File: config.mk
export PLATFORM = sky130hd
export DESIGN_NAME = xclu_fwd_ctrl
export DESIGN_NICKNAME = d
export VERILOG_FILES = /design/src/rtl/xclu_pkg.sv /design/src/rtl/xclu_free_slot.sv /design/src/rtl/xclu_tag_match.sv /design/src/rtl/xclu_fwd_ctrl.sv
export SDC_FILE = /design/constraint.sdc
export NUM_CORES = 1
export LEC_CHECK = 0
export ABC_CLOCK_PERIOD_IN_PS = 2700
export BUFFER_PORTS_ARGS = -buffer_cell sky130_fd_sc_hd__buf_2
export CAP_MARGIN = 20
export CORE_ASPECT_RATIO = 1.25
export CORE_MARGIN = 3
export CORE_UTILIZATION = 55
export CTS_BUF_LIST = sky130_fd_sc_hd__clkbuf_8
export DETAILED_ROUTE_END_ITERATION = 16
export PLACE_DENSITY = 0.91
export SLEW_MARGIN = 20
export SYNTH_ARGS = -nofsm -noshare
export SYNTH_HDL_FRONTEND = slang
export SYNTH_HIERARCHICAL = 1
export SYNTH_SLANG_ARGS = --single-unit
File: constraint.sdc
create_clock -name clk -period 2.7 [get_ports clk]
set_input_delay 0.54 -clock clk [delete_from_list [all_inputs] [get_ports clk]]
set_output_delay 0.54 -clock clk [all_outputs]
set_load 0.01 [all_outputs]
File: src/rtl/xclu_pkg.sv
package xclu_pkg;
    localparam int CORE_W = 3;
    localparam int RID_W  = 5;
    localparam int TAG_W  = CORE_W + RID_W;

    typedef enum logic [1:0] {
        MODE_SEALED = 2'd0,
        MODE_SPEC   = 2'd1,
        MODE_DEFER  = 2'd2
    } mode_e;

    typedef logic [TAG_W-1:0] tag_t;
endpackage

File: src/rtl/xclu_free_slot.sv
module xclu_free_slot #(
    parameter int DEPTH = 4,
    localparam int IDX_W = (DEPTH > 1) ? $clog2(DEPTH) : 1
) (
    input  logic [DEPTH-1:0] used,
    output logic             found,
    output logic [IDX_W-1:0] idx
);
    always_comb begin
        found = 1'b0;
        idx   = '0;
        for (int i = DEPTH - 1; i >= 0; i--) begin
            if (!used[i]) begin
                found = 1'b1;
                idx   = IDX_W'(i);
            end
        end
    end
endmodule

File: src/rtl/xclu_tag_match.sv
module xclu_tag_match #(
    parameter int DEPTH = 4,
    parameter int TAG_W = 8,
    localparam int IDX_W = (DEPTH > 1) ? $clog2(DEPTH) : 1
) (
    input  logic [DEPTH-1:0]            live,
    input  logic [DEPTH-1:0][TAG_W-1:0] tags,
    input  logic [TAG_W-1:0]            probe,
    output logic                        hit,
    output logic [IDX_W-1:0]            idx
);
    logic [DEPTH-1:0] eq;

    for (genvar g = 0; g < DEPTH; g++) begin : g_cmp
        assign eq[g] = live[g] && (tags[g] == probe);
    end

    always_comb begin
        hit = |eq;
        idx = '0;
        for (int i = DEPTH - 1; i >= 0; i--) begin
            if (eq[i]) idx = IDX_W'(i);
        end
    end
endmodule

File: src/rtl/xclu_fwd_ctrl.sv
module xclu_fwd_ctrl
    import xclu_pkg::*;
#(
    parameter int DEPTH  = 4,
    parameter int ADDR_W = 32,
    localparam int IDX_W = (DEPTH > 1) ? $clog2(DEPTH) : 1
) (
    input  logic              clk,
    input  logic              rst_n,
    input  logic              cfg_wr,
    input  logic [1:0]        cfg_mode,
    output logic [1:0]        cur_mode,
    output logic              busy,
    input  logic              req_valid,
    input  logic [TAG_W-1:0]  req_tag,
    input  logic [ADDR_W-1:0] req_addr,
    input  logic              cmb_valid,
    input  logic [TAG_W-1:0]  cmb_tag,
    input  logic              cmb_served,
    output logic              sw_en_spec,
    output logic              sw_en_defer,
    output logic              nb_mux_sel,
    output logic              nb_hold,
    output logic              nb_fwd_valid,
    output logic [TAG_W-1:0]  nb_fwd_tag,
    output logic [ADDR_W-1:0] nb_fwd_addr,
    output logic              nb_store,
    output logic              nb_issue,
    output logic              nb_discard,
    output logic [TAG_W-1:0]  nb_ctl_tag
);
    typedef struct packed {
        logic              sw_spec;
        logic              sw_defer;
        logic              mux_sel;
        logic              hold;
        logic              fwd_valid;
        tag_t              fwd_tag;
        logic [ADDR_W-1:0] fwd_addr;
        logic              store;
        logic              issue;
        logic              discard;
        tag_t              ctl_tag;
    } ctl_t;

    typedef struct packed {
        mode_e                   mode;
        logic                    pend;
        mode_e                   pend_mode;
        logic [DEPTH-1:0]        live;
        logic [DEPTH-1:0]        spec;
        logic [DEPTH-1:0][TAG_W-1:0] tags;
        ctl_t                    ctl;
    } state_t;

    state_t s_d, s_q;

    logic             slot_found;
    logic [IDX_W-1:0] slot_idx;
    logic             match_hit;
    logic [IDX_W-1:0] match_idx;
    logic             cfg_legal;
    logic             fwd_ok;

    xclu_free_slot #(.DEPTH(DEPTH)) u_free (
        .used  (s_q.live),
        .found (slot_found),
        .idx   (slot_idx)
    );

    xclu_tag_match #(.DEPTH(DEPTH), .TAG_W(TAG_W)) u_match (
        .live  (s_q.live),
        .tags  (s_q.tags),
        .probe (cmb_tag),
        .hit   (match_hit),
        .idx   (match_idx)
    );

    assign cfg_legal = (cfg_mode != 2'd3);
    assign fwd_ok    = req_valid && (s_q.mode != MODE_SEALED) && !s_q.pend && slot_found;

    always_comb begin
        s_d     = s_q;
        s_d.ctl = '0;

        // resolve a combined result against the pending table
        if (cmb_valid && match_hit) begin
            s_d.live[match_idx] = 1'b0;
            if (!s_q.spec[match_idx]) begin
                s_d.ctl.issue   = !cmb_served;
                s_d.ctl.discard = cmb_served;
                s_d.ctl.ctl_tag = cmb_tag;
            end
        end

        // steer a new local request
        if (fwd_ok) begin
            s_d.live[slot_idx] = 1'b1;
            s_d.spec[slot_idx] = (s_q.mode == MODE_SPEC);
            s_d.tags[slot_idx] = req_tag;
            s_d.ctl.fwd_valid  = 1'b1;
            s_d.ctl.fwd_tag    = req_tag;
            s_d.ctl.fwd_addr   = req_addr;
            if (s_q.mode == MODE_SPEC) begin
                s_d.ctl.sw_spec = 1'b1;
                s_d.ctl.mux_sel = 1'b1;
                s_d.ctl.hold    = 1'b1;
            end else begin
                s_d.ctl.sw_defer = 1'b1;
                s_d.ctl.store    = 1'b1;
            end
        end

        // apply a waiting mode once the table has drained
        if (s_q.pend && (s_q.live == '0)) begin
            s_d.mode = s_q.pend_mode;
            s_d.pend = 1'b0;
        end

        if (cfg_wr && cfg_legal) begin
            s_d.pend      = 1'b1;
            s_d.pend_mode = mode_e'(cfg_mode);
        end
    end

    always_ff @(posedge clk or negedge rst_n) begin
        if (!rst_n) begin
            s_q      <= '0;
            s_q.mode <= MODE_SEALED;
        end else begin
            s_q <= s_d;
        end
    end

    assign cur_mode     = s_q.mode;
    assign busy         = s_q.pend;
    assign sw_en_spec   = s_q.ctl.sw_spec;
    assign sw_en_defer  = s_q.ctl.sw_defer;
    assign nb_mux_sel   = s_q.ctl.mux_sel;
    assign nb_hold      = s_q.ctl.hold;
    assign nb_fwd_valid = s_q.ctl.fwd_valid;
    assign nb_fwd_tag   = s_q.ctl.fwd_tag;
    assign nb_fwd_addr  = s_q.ctl.fwd_addr;
    assign nb_store     = s_q.ctl.store;
    assign nb_issue     = s_q.ctl.issue;
    assign nb_discard   = s_q.ctl.discard;
    assign nb_ctl_tag   = s_q.ctl.ctl_tag;
endmodule

==> metrics.md <==
| Metric | Value |
|---|---|
| Outcome | `finished, final reports clean` |
| Multi-input gate area | `0.00151 mm^2` |
| DIE WIDTH | `86.9 um` |
| Clock Pin Slew Worst Setup and Hold Paths | `100 ps` |
| DP Area | `0.00473 mm^2` |
| Worst VDD drop | `408 uV` |
| Compound-Gate Fraction of Synth Area | `1.33%` |
| Post-synthesis mux area share | `12.8%` |
| Met1 usage | `22.5%` |
| Internal | `3020 uW` |
| Most used cell, CP | `nor2_1` |
| DIE AREA | `0.00931 mm^2` |
| Register area | `0.00245 mm^2` |
| HP Class | `in2async` |
| Final worst setup slack | `277 ps` |
| Grt total ovfl | `0` |
| Total Wirelength | `8.38 mm` |
| Data required time of the worst path | `3000 ps` |
| RSZ-0062 raised after global routing | `false` |
| Core area | `0.00788 mm^2` |
| Layout net count | `464` |
| Crit-path max cell delay | `540 ps` |
| CTS tree | `done` |
| Fillers | `573` |
| Setup Skew | `10.5 ps` |
| Cell class contributing the biggest share of worst-path delay | `simple AND/OR/NAND/NOR gates` |
| Die Ht | `107 um` |
| Total GRT Usage | `19.1%` |
| Worst-skew pair later-pin latency | `370 ps` |
| Via density | `5.16` |
| Main combinational cell family by area after synthesis | `multiplexers` |
| Post-synth top area share | `54.5%` |
| Cell taking the most area after synthesis | `dfrtp_1` |
| Setup bufs post-CTS | `0` |
| M3 GR Usage | `5.69%` |
| Tightest Pin Transition | `731 ps` |
| Top-Level Pins | `115` |
| Fin area | `0.00496 mm^2` |
| Syn. warnings | `6` |
| H-tree levels | `3` |
| Slowest cell on the critical path | `mux4_2` |
| Max-slew violations | `0` |
| Xor and xnor area share after synthesis | `6.90%` |
| Hold Fails Final Rpt | `0` |
| Ant. Diodes | `0` |
| Clock buffer depth | `2` |
| Std cell rows | `36` |
| Pwr dens | `855 mW/mm^2` |
| Starting DRT DRC Count | `130` |
| Net Sw Frac | `28.8%` |
| Max Cap Viol | `0` |
| Num Clock Sinks | `98` |
| Grt met2 use | `31.2%` |
| Mapped cell area | `0.00450 mm^2` |
| Syn avg cell area | `13.0 um^2` |
| Post-route DRC | `0` |
| Combinational Power Share | `26.2%` |
| Vias in the first global route | `2,789` |
| Max Fclk | `413 MHz` |
| Reg2reg setup slack | `280 ps` |
| First-pass GRT wire length | `13.5 mm` |
| Post-Place Setup Slack | `45.2 ps` |
| Post-synth EDFFs | `0` |
| Total negative slack | `0 ps` |
| Starting Density | `57.1%` |
| Register bit total from synthesis | `98` |
| CP Max Fanout | `9` |
| P_sw | `1220 uW` |
| DR pass1 iterations | `4` |
| Async set-reset flop share out of synthesis | `100%` |
| Synth area leaders | `dfrtp_1 (55%), mux2_4 (9.0%), buf_4 (8.8%)` |
| Detailed Place HPWL | `6.05 mm` |
| DRT antenna net count | `0` |
| Minimum clock period | `2420 ps` |
| Clk network pwr share | `25.1%` |
| Root Buffer | `clkbuf_8` |
| Startpoint types | `register` |
| Most used flip-flop cell after synthesis | `dfrtp_1` |
| Gr busiest metal | `met2` |
| Relative max-transition margin | `51.3%` |
| CP cell instances | `xnor2_1 > nand4_1 > nor3_1 > a21oi_1 > nor2_1 > mux4_2 > nor2_1 > buf_4 > and2_1` |
| Post_cts resized | `0` |
| CP endpoint kind | `register` |
| Reg2Reg Depth | `9` |
| Critical path start-end classification | `reg2reg` |
| Simple-gate share of the synthesized area | `12.5%` |
| Number of port buffers | `114` |
| Leak pwr | `0.00266 uW` |
| FF-to-FF End | `nb_ctl_tag[5]$_DFF_PN0_` |
| Seq/Total Area, Yosys | `54.5%` |
| Largest net degree at the start of global routing | `59` |
| WL per Instance | `16.5 um` |
| Final setup fails | `0` |
| Area growth syn-to-layout | `10.3%` |
| Period Utilization, post-route | `89.7%` |
| CTS buffer count | `9` |
| Synth Net Count | `401` |
| Crit path DAT | `2730 ps` |
| Via count | `2,620` |
| Power share of the sequential group | `48.6%` |
| Post-Syn Instances | `345` |
| CP bufs+invs | `1` |
| Synth unique cells | `33` |
| Post-Synth Adder-Cell Area | `0%` |
| Share of layout cells above drive strength 1 | `44.8%` |
| GPL Wtd Cong | `0.820` |
| Initial antenna violation count | `0` |
| Cts-stage hold buffer count | `0` |
[cell families (layout without fill, tap and decap cells)]
| group | count (synthesis) | in the layout |
|---|---|---|
| flip-flops | 98 | 98 |
| AND/OR/NAND/NOR | 95 | 95 |
| buffers and inverters | 70 | 138 |
| multiplexers | 41 | 41 |
| XOR/XNOR | 32 | 32 |
| AO/OA/AOI/OAI | 9 | 9 |
[layout make-up]
cell class,count,area share [%]
Sequential cell,98,49.4
Multi-Input combinational cell,177,30.4
Timing Repair Buffer,120,13.0
Clock buffer,10,2.77
Tap cell,95,2.39
Clock inverter,6,1.89
Inverter,2,0.151
[per-layer routing]
metal,wire length [um],up-vias
met4,231,0
met3,697,20
met5,0,-
li1,-,1195
met1,3200,1295
met2,4250,110
[how the worst max path moves through the flow]
stage / slack, ps / cells after the start / end
floorplan: 240 / 9 / nb_ctl_tag[0]$_DFF_PN0_
global placement: 200 / 10 / nb_discard$_DFF_PN0_
detailed placement: 50 / 10 / nb_ctl_tag[6]$_DFF_PN0_
CTS: 310 / 9 / nb_ctl_tag[6]$_DFF_PN0_
global route: 130 / 9 / nb_ctl_tag[2]$_DFF_PN0_
finish: 280 / 9 / nb_ctl_tag[5]$_DFF_PN0_
[placed cells by master, fill, tap and decap left out, drive strengths merged, types with 2 or more instances in the layout]
| cell | instances |
|---|---|
| inv | 5 |
| xnor2 | 32 |
| o31ai | 2 |
| nand2 | 12 |
| dfrtp | 98 |
| a21oi | 2 |
| nand4 | 6 |
| or4b | 2 |
| a21boi | 2 |
| nand3 | 5 |
| nor2 | 6 |
| bufinv | 2 |
| mux2 | 40 |
| nor3 | 8 |
| buf | 120 |
| clkbuf | 10 |
| and2 | 50 |
[cells in the mapped netlist, drive strengths merged (2+ instances only)]
master,count
dfrtp,98
buf,64
and2,50
mux2,40
xnor2,32
nand2,12
nor3,8
nand4,6
nor2,6
nand3,5
clkbuf,4
a21boi,2
a21oi,2
inv,2
o31ai,2
or4b,2
[power groups by stage]
| stage | logic [uW] | clock network, uW | registers, uW |
|---|---|---|---|
| after floorplan | 924 | 0 | 2020 |
| after global placement | 1070 | 0 | 2070 |
| after detailed placement | 1110 | 0 | 2080 |
| after CTS | 1120 | 1090 | 2060 |
| after global routing | 1210 | 1150 | 2100 |
| final | 1110 | 1070 | 2070 |
[stage by stage]
| step | utilization, % | cells | hold WS, ps | power [uW] |
|---|---|---|---|---|
| 3_5_place_dp | 60.0 | 492 | 499 | 3200 |
| 3_3_place_gp | 60.0 | 492 | 485 | 3140 |
| 4_1_cts | 63.0 | 508 | 238 | 4270 |
| 6_report | 63.0 | 508 | 233 | 4250 |
| 2_1_floorplan | - | 345 | 244 | 2950 |
| 5_1_grt | 63.0 | 508 | 279 | 4470 |
Note: power is estimated with default switching activity, not from simulation.
